===== src/rtl/uart_tx_pkg.sv =====
package uart_tx_pkg;
  localparam int OVERSAMPLE = 16;
  localparam int DATA_MAX   = 8;

  typedef enum logic [1:0] {
    PAR_NONE = 2'd0,
    PAR_EVEN = 2'd1,
    PAR_ODD  = 2'd2,
    PAR_OFF  = 2'd3
  } parity_e;

  // strobes from control to datapath
  typedef struct packed {
    logic load;
    logic shift;
    logic finish;
    logic flush;
    logic brkSet;
    logic brkClr;
  } tx_strobe_t;
endpackage


===== src/rtl/uart_tx_ctrl.sv =====
module uart_tx_ctrl
  import uart_tx_pkg::*;
#(
  parameter int OVERSAMPLE = uart_tx_pkg::OVERSAMPLE
) (
  input  logic       clk,
  input  logic       rstN,
  input  logic       tick16,
  input  logic       cmdEnable,
  input  logic       cmdDisable,
  input  logic       cmdReset,
  input  logic       cmdBreakStart,
  input  logic       cmdBreakStop,
  input  logic       cmdRtsAssert,
  input  logic       cfgCtsCheck,
  input  logic       cfgAutoRts,
  input  logic       ctsIn,
  input  logic       holdValid,
  input  logic       lastBit,
  output tx_strobe_t strobe,
  output logic       rtsOut,
  output logic       txEmp
);
  localparam int SUB_W = $clog2(OVERSAMPLE);
  localparam logic [SUB_W-1:0] SUB_LAST = SUB_W'(OVERSAMPLE - 1);

  logic enabled, busy, breakOn, brkRecover, rtsWait;
  logic [SUB_W-1:0] subCnt;
  logic tickLive, bitEnd, waitEnd, canLoad;

  always_comb begin
    tickLive = tick16 && !breakOn && !cmdReset && !cmdBreakStart;
    bitEnd   = tickLive && busy && (subCnt == SUB_LAST);
    waitEnd  = tickLive && !busy && (brkRecover || rtsWait) && (subCnt == SUB_LAST);
    canLoad  = tickLive && !busy && !brkRecover && !rtsWait && enabled &&
               holdValid && (!cfgCtsCheck || ctsIn);
    strobe        = '0;
    strobe.flush  = cmdReset;
    strobe.brkSet = cmdBreakStart && !cmdReset;
    strobe.brkClr = cmdBreakStop && breakOn && !cmdReset && !cmdBreakStart;
    strobe.load   = canLoad;
    strobe.shift  = bitEnd && !lastBit;
    strobe.finish = bitEnd && lastBit;
    txEmp = !busy && !holdValid && !breakOn;
  end

  always_ff @(posedge clk or negedge rstN) begin
    if (!rstN) begin
      enabled    <= 1'b0;
      busy       <= 1'b0;
      breakOn    <= 1'b0;
      brkRecover <= 1'b0;
      rtsWait    <= 1'b0;
      subCnt     <= '0;
    end else if (cmdReset) begin
      enabled    <= 1'b0;
      busy       <= 1'b0;
      breakOn    <= 1'b0;
      brkRecover <= 1'b0;
      rtsWait    <= 1'b0;
      subCnt     <= '0;
    end else begin
      if (cmdDisable)     enabled <= 1'b0;
      else if (cmdEnable) enabled <= 1'b1;

      if (strobe.brkSet) begin
        breakOn    <= 1'b1;
        busy       <= 1'b0;
        brkRecover <= 1'b0;
        rtsWait    <= 1'b0;
        subCnt     <= '0;
      end else if (strobe.brkClr) begin
        breakOn    <= 1'b0;
        brkRecover <= 1'b1;
        subCnt     <= '0;
      end else if (tickLive) begin
        if (canLoad) begin
          busy   <= 1'b1;
          subCnt <= '0;
        end else if (busy || brkRecover || rtsWait) begin
          if (subCnt == SUB_LAST) begin
            subCnt <= '0;
            if (busy) begin
              if (lastBit) begin
                busy <= 1'b0;
                if (cfgAutoRts && !enabled) rtsWait <= 1'b1;
              end
            end else begin
              brkRecover <= 1'b0;
              rtsWait    <= 1'b0;
            end
          end else begin
            subCnt <= subCnt + 1'b1;
          end
        end
      end
    end
  end

  always_ff @(posedge clk or negedge rstN) begin
    if (!rstN)                   rtsOut <= 1'b0;
    else if (cmdRtsAssert)       rtsOut <= 1'b1;
    else if (waitEnd && rtsWait) rtsOut <= 1'b0;
  end
endmodule


===== src/rtl/uart_tx_dpath.sv =====
module uart_tx_dpath
  import uart_tx_pkg::*;
#(
  parameter int DATA_MAX = uart_tx_pkg::DATA_MAX
) (
  input  logic                clk,
  input  logic                rstN,
  input  logic                wrValid,
  input  logic [DATA_MAX-1:0] wrData,
  input  logic [1:0]          cfgDataBits,
  input  logic [1:0]          cfgParity,
  input  logic                cfgTwoStop,
  input  tx_strobe_t          strobe,
  output logic                txd,
  output logic                txRdy,
  output logic                holdValid,
  output logic                lastBit
);
  localparam int FRAME_MAX = DATA_MAX + 3;
  localparam int LEFT_W    = $clog2(FRAME_MAX + 1);

  logic [DATA_MAX-1:0]  holdData;
  logic [FRAME_MAX-1:0] shreg, frameImg;
  logic [LEFT_W-1:0]    bitsLeft, frameLen, nBits;
  logic                 parOn, parBit, txdReg;

  always_comb begin
    nBits    = LEFT_W'(cfgDataBits) + LEFT_W'(5);
    parOn    = (cfgParity == PAR_EVEN) || (cfgParity == PAR_ODD);
    parBit   = 1'b0;
    frameImg = '1;
    for (int i = 0; i < DATA_MAX; i++) begin
      if (i < int'(nBits)) begin
        frameImg[i] = holdData[i];
        parBit      = parBit ^ holdData[i];
      end
    end
    if (cfgParity == PAR_ODD) parBit = ~parBit;
    if (parOn) frameImg[nBits] = parBit;
    frameLen = nBits + LEFT_W'(parOn) + (cfgTwoStop ? LEFT_W'(2) : LEFT_W'(1));
  end

  always_ff @(posedge clk or negedge rstN) begin
    if (!rstN) begin
      holdValid <= 1'b0;
      holdData  <= '0;
      shreg     <= '1;
      bitsLeft  <= '0;
      txdReg    <= 1'b1;
    end else if (strobe.flush) begin
      holdValid <= 1'b0;
      shreg     <= '1;
      bitsLeft  <= '0;
      txdReg    <= 1'b1;
    end else begin
      if (strobe.load) begin
        shreg     <= frameImg;
        bitsLeft  <= frameLen;
        txdReg    <= 1'b0;
        holdValid <= 1'b0;
      end else if (strobe.shift) begin
        txdReg   <= shreg[0];
        shreg    <= {1'b1, shreg[FRAME_MAX-1:1]};
        bitsLeft <= bitsLeft - 1'b1;
      end else if (strobe.finish || strobe.brkClr) begin
        txdReg <= 1'b1;
      end
      if (strobe.brkSet) begin
        txdReg   <= 1'b0;
        bitsLeft <= '0;
      end
      if (wrValid && !holdValid) begin
        holdData  <= wrData;
        holdValid <= 1'b1;
      end
    end
  end

  assign txd     = txdReg;
  assign txRdy   = !holdValid;
  assign lastBit = (bitsLeft == '0);
endmodule


===== src/rtl/uart_tx_hs.sv =====
module uart_tx_hs
  import uart_tx_pkg::*;
#(
  parameter int OVERSAMPLE = uart_tx_pkg::OVERSAMPLE,
  parameter int DATA_MAX   = uart_tx_pkg::DATA_MAX
) (
  input  logic                clk,
  input  logic                rstN,
  input  logic                tick16,
  input  logic [1:0]          cfgDataBits,
  input  logic [1:0]          cfgParity,
  input  logic                cfgTwoStop,
  input  logic                cfgCtsCheck,
  input  logic                cfgAutoRts,
  input  logic                cmdEnable,
  input  logic                cmdDisable,
  input  logic                cmdReset,
  input  logic                cmdBreakStart,
  input  logic                cmdBreakStop,
  input  logic                cmdRtsAssert,
  input  logic                wrValid,
  input  logic [DATA_MAX-1:0] wrData,
  input  logic                ctsIn,
  output logic                txd,
  output logic                rtsOut,
  output logic                txRdy,
  output logic                txEmp
);
  tx_strobe_t strobe;
  logic       holdValid, lastBit;

  uart_tx_ctrl #(.OVERSAMPLE(OVERSAMPLE)) u_ctrl (
    .clk(clk), .rstN(rstN), .tick16(tick16),
    .cmdEnable(cmdEnable), .cmdDisable(cmdDisable), .cmdReset(cmdReset),
    .cmdBreakStart(cmdBreakStart), .cmdBreakStop(cmdBreakStop),
    .cmdRtsAssert(cmdRtsAssert), .cfgCtsCheck(cfgCtsCheck),
    .cfgAutoRts(cfgAutoRts), .ctsIn(ctsIn), .holdValid(holdValid),
    .lastBit(lastBit), .strobe(strobe), .rtsOut(rtsOut), .txEmp(txEmp)
  );

  uart_tx_dpath #(.DATA_MAX(DATA_MAX)) u_dpath (
    .clk(clk), .rstN(rstN), .wrValid(wrValid), .wrData(wrData),
    .cfgDataBits(cfgDataBits), .cfgParity(cfgParity),
    .cfgTwoStop(cfgTwoStop), .strobe(strobe), .txd(txd), .txRdy(txRdy),
    .holdValid(holdValid), .lastBit(lastBit)
  );
endmodule


===== config.mk =====
export PLATFORM = sky130hd
export DESIGN_NAME = uart_tx_hs
export DESIGN_NICKNAME = d
export VERILOG_FILES = /design/src/rtl/uart_tx_pkg.sv /design/src/rtl/uart_tx_ctrl.sv /design/src/rtl/uart_tx_dpath.sv /design/src/rtl/uart_tx_hs.sv
export SDC_FILE = /design/constraint.sdc
export NUM_CORES = 1
export LEC_CHECK = 0
export BUFFER_PORTS_ARGS = -buffer_cell sky130_fd_sc_hd__buf_2
export CAP_MARGIN = 40
export CORE_MARGIN = 2
export CORE_UTILIZATION = 50
export CTS_BUF_LIST = sky130_fd_sc_hd__clkbuf_4 sky130_fd_sc_hd__clkbuf_8 sky130_fd_sc_hd__clkbuf_16
export DETAILED_ROUTE_END_ITERATION = 16
export HOLD_SLACK_MARGIN = 0.02
export PLACE_DENSITY = 0.73
export RECOVER_POWER = 25
export SLEW_MARGIN = 10
export SYNTH_ARGS = -nofsm -noshare
export SYNTH_HDL_FRONTEND = slang
export SYNTH_SLANG_ARGS = --single-unit

===== constraint.sdc =====
create_clock -name clk -period 4.8 [get_ports clk]
set_input_delay 1.2 -clock clk [delete_from_list [all_inputs] [get_ports clk]]
set_output_delay 1.2 -clock clk [all_outputs]
set_load 0.02 [all_outputs]

==> reports/summary.txt <==
Run status: finished, violations left
DR iter-0 viols: 145
Leakage: 0.00106 uW
DP Wirelength: 3.08 mm
Fin util: 0.585
Instance count of the mapped netlist: 204
Post-CTS Hold Fix Bufs: 0
Synthesized area per cell: 9.92 um2
CP arrival: 3.13 ns
Starting Density: 0.513
Final Wtd Congestion: 0.807
Main synth FF type: dfrtp_1
Most common cell after layout, fill and taps aside: buf_2
I/O pins: 30
Ant diodes: 0
FF+latch area: 891 um2
Reg-to-Reg Start: u_ctrl.subCnt[0]$_DFFE_PN0P_
Std cell rows: 23
Crit share post-route: 0.610
First-pass GRT wire length: 6.97 mm
Vias in the first global route: 1554
Fin cells: 285
CTS tree: built
Setup CP Type: input pin to flop
Total placed cells including tap cells: 277
Layout cells sized above 1: 0.247
Routed wire length: 4.17 mm
Fin crit period: 2.93 ns
Final worst clock skew: 0.00604 ns
Asr flop ratio synth: 1.00
Crit path cell chain: clkbuf_1 -> or4b_4 -> or4_4 -> nor4b_1 -> o21ai_0
Net Count, Synth: 243
Final hold vios: 0
Die Wd: 67.6 um
Area delta synth->final: 14.0%
CTS Buf Count: 5
Number of synthesized flops with an enable pin: 0
CTS Buffer Depth: 2
Setup_tns: 0 ns
Crit path largest cell delay: 0.67 ns
Vias: 1590
Routed WL per cell: 14.6 um
CP Max Fanout: 13
Die H: 67.6 um
Post-CTS setup buffers: 0
Hold Crit Start: u_ctrl.subCnt[3]$_DFFE_PN0P_
Violated checks: max-capacitance violations, max-slew violations
Largest net degree at the start of global routing: 36
Startpoint types: input pin
DR vias/cell: 5.58
RSZ-0062 raised after global routing: no
Worst-margin pin slew: 1.91 ns
Max-cap violations: 1
Slowest CP cell: or4_4
Post_cts resized: 0
Syn. warnings: 0
DRC: 0
FF+latch count, synth: 35
Synth unique cells: 47
Core Region: 0.00394 mm2
Die area: 0.00457 mm2
Register area share after synthesis: 0.440
Clk root buf: clkbuf_8
H-tree depth: 2
Fmax: 342 MHz
Multi-input gate area: 0.00106 mm2
Fill count: 355
CP required: 5.00 ns
Worst-path clk slew: 0.06 ns
Worst hold path type: flop to flop
Tot GR Track Use: 0.205
Most frequent cells in the layout: buf_2, nand2_1, dfrtp_1, nor2_1
Crit path launch: cmdReset
Clk_lat worst skew: 0.28 ns
Power density cells: 311 mW/mm2
VDD IR-drop max: 0.000154 V
Nets@finish: 273
Initial antenna violation count: 0
Netlist Area Pre-Place: 0.00202 mm2
CP endpoint kind: flop
Post-DRT Antenna Nets: 0
Pre-Repair DR Iteration Count: 4
Worst relative slew slack: -0.271
Slew Viols, Final: 36
Hold Worst Slack: 0.477 ns
Setup-failing EPs final: 0
Grt ovf: 0
Port buffer count: 29
Clock Sinks: 35
[registers in the layout (all words and copies together) (netlist names)]
| signal | count |
|---|---|
| u_dpath.shreg | 11 |
| u_dpath.txd | 1 |
| u_ctrl.rtsWait | 1 |
| u_ctrl.busy | 1 |
| u_ctrl.enabled | 1 |
| u_ctrl.brkRecover | 1 |
| u_ctrl.rtsOut | 1 |
| u_dpath.holdData | 8 |
| u_dpath.holdValid | 1 |
| u_ctrl.breakOn | 1 |
| u_ctrl.subCnt | 4 |
| u_dpath.bitsLeft | 4 |
[layout make-up]
| class | count | area share |
|---|---|---|
| multi-input combinational | 151 | 0.461 |
| tap | 50 | 0.0271 |
| inverter | 12 | 0.0195 |
| sequential | 35 | 0.386 |
| timing repair buffer | 29 | 0.0613 |
| clock buffer | 8 | 0.0450 |
[worst max-delay path: cells and delay by family]
| family | cells | cell delay (ns) |
|---|---|---|
| AOI/OAI and AO/OA | 1 | 0.11 |
| and+or+nand+nor | 3 | 1.59 |
| buffers and inverters | 1 | 0.22 |
[cell families (layout without fill, tap and decap cells)]
group,after synthesis,in the layout,synth area share
xor gates and xnor gates,11,11,0.0544
and+or+nand+nor,75,75,0.191
DFF,35,35,0.440
adders and majority gates,13,13,0.0878
AOI/OAI and AO/OA,43,43,0.143
muxes,9,9,0.0495
buffers and inverters,18,49,0.0340
[through the flow]
step	total power [uW]	worst slack, ns	cell area [um2]
2_1_floorplan	445	2.03	2020
3_3_place_gp	486	1.74	2210
3_5_place_dp	486	1.69	2210
4_1_cts	728	2.00	2310
5_1_grt	758	1.74	2310
6_report	717	1.87	2310
[worst paths after layout]
kind,endpoint,slack [ns],cells after the start
min reg2reg,u_ctrl.subCnt[3]$_DFFE_PN0P_,0.48,1
max reg2reg,u_dpath.bitsLeft[3]$_DFFE_PN0P_,2.53,6
min in group asynchronous,u_ctrl.rtsOut$_DFFE_PN0P_,1.44,1
max in group asynchronous,u_ctrl.subCnt[0]$_DFFE_PN0P_,2.26,1
max,u_dpath.shreg[9]$_DFFE_PN1P_,1.87,5
min,u_ctrl.subCnt[3]$_DFFE_PN0P_,0.48,1
[power by group]
part           internal, uW  switching, uW  total, uW
registers               315           17.5        333
logic                  76.3           73.3        150
clock network           137           98.3        235
total                   528            189        717
[layer usage]
layer / vias up / GRT usage / part of all wire
li1: 783 / - / -
met1: 753 / 0.263 / 0.47
met2: 49 / 0.341 / 0.46
met3: 5 / 0.0500 / 0.053
met4: 0 / 0.0638 / 0.011
met5: - / 0 / 0
[cells in the mapped netlist, drive strengths merged (3+ instances only)]
master / number / area [um2]
a211oi: 3 / 22.5
a21oi: 5 / 25.0
a31oi: 7 / 43.8
a32oi: 3 / 26.3
clkbuf: 5 / 18.8
dfrtp: 23 / 576
dfstp: 12 / 315
ha: 11 / 138
inv: 12 / 45.0
mux2: 8 / 90.1
nand2: 25 / 93.8
nand2b: 4 / 25.0
nor2: 20 / 75.1
nor2b: 4 / 25.0
nor3: 4 / 20.0
nor4: 4 / 40.0
o21ai: 9 / 45.0
o22ai: 3 / 18.8
xnor2: 8 / 70.1
Note: power is estimated with default switching activity, not from simulation.
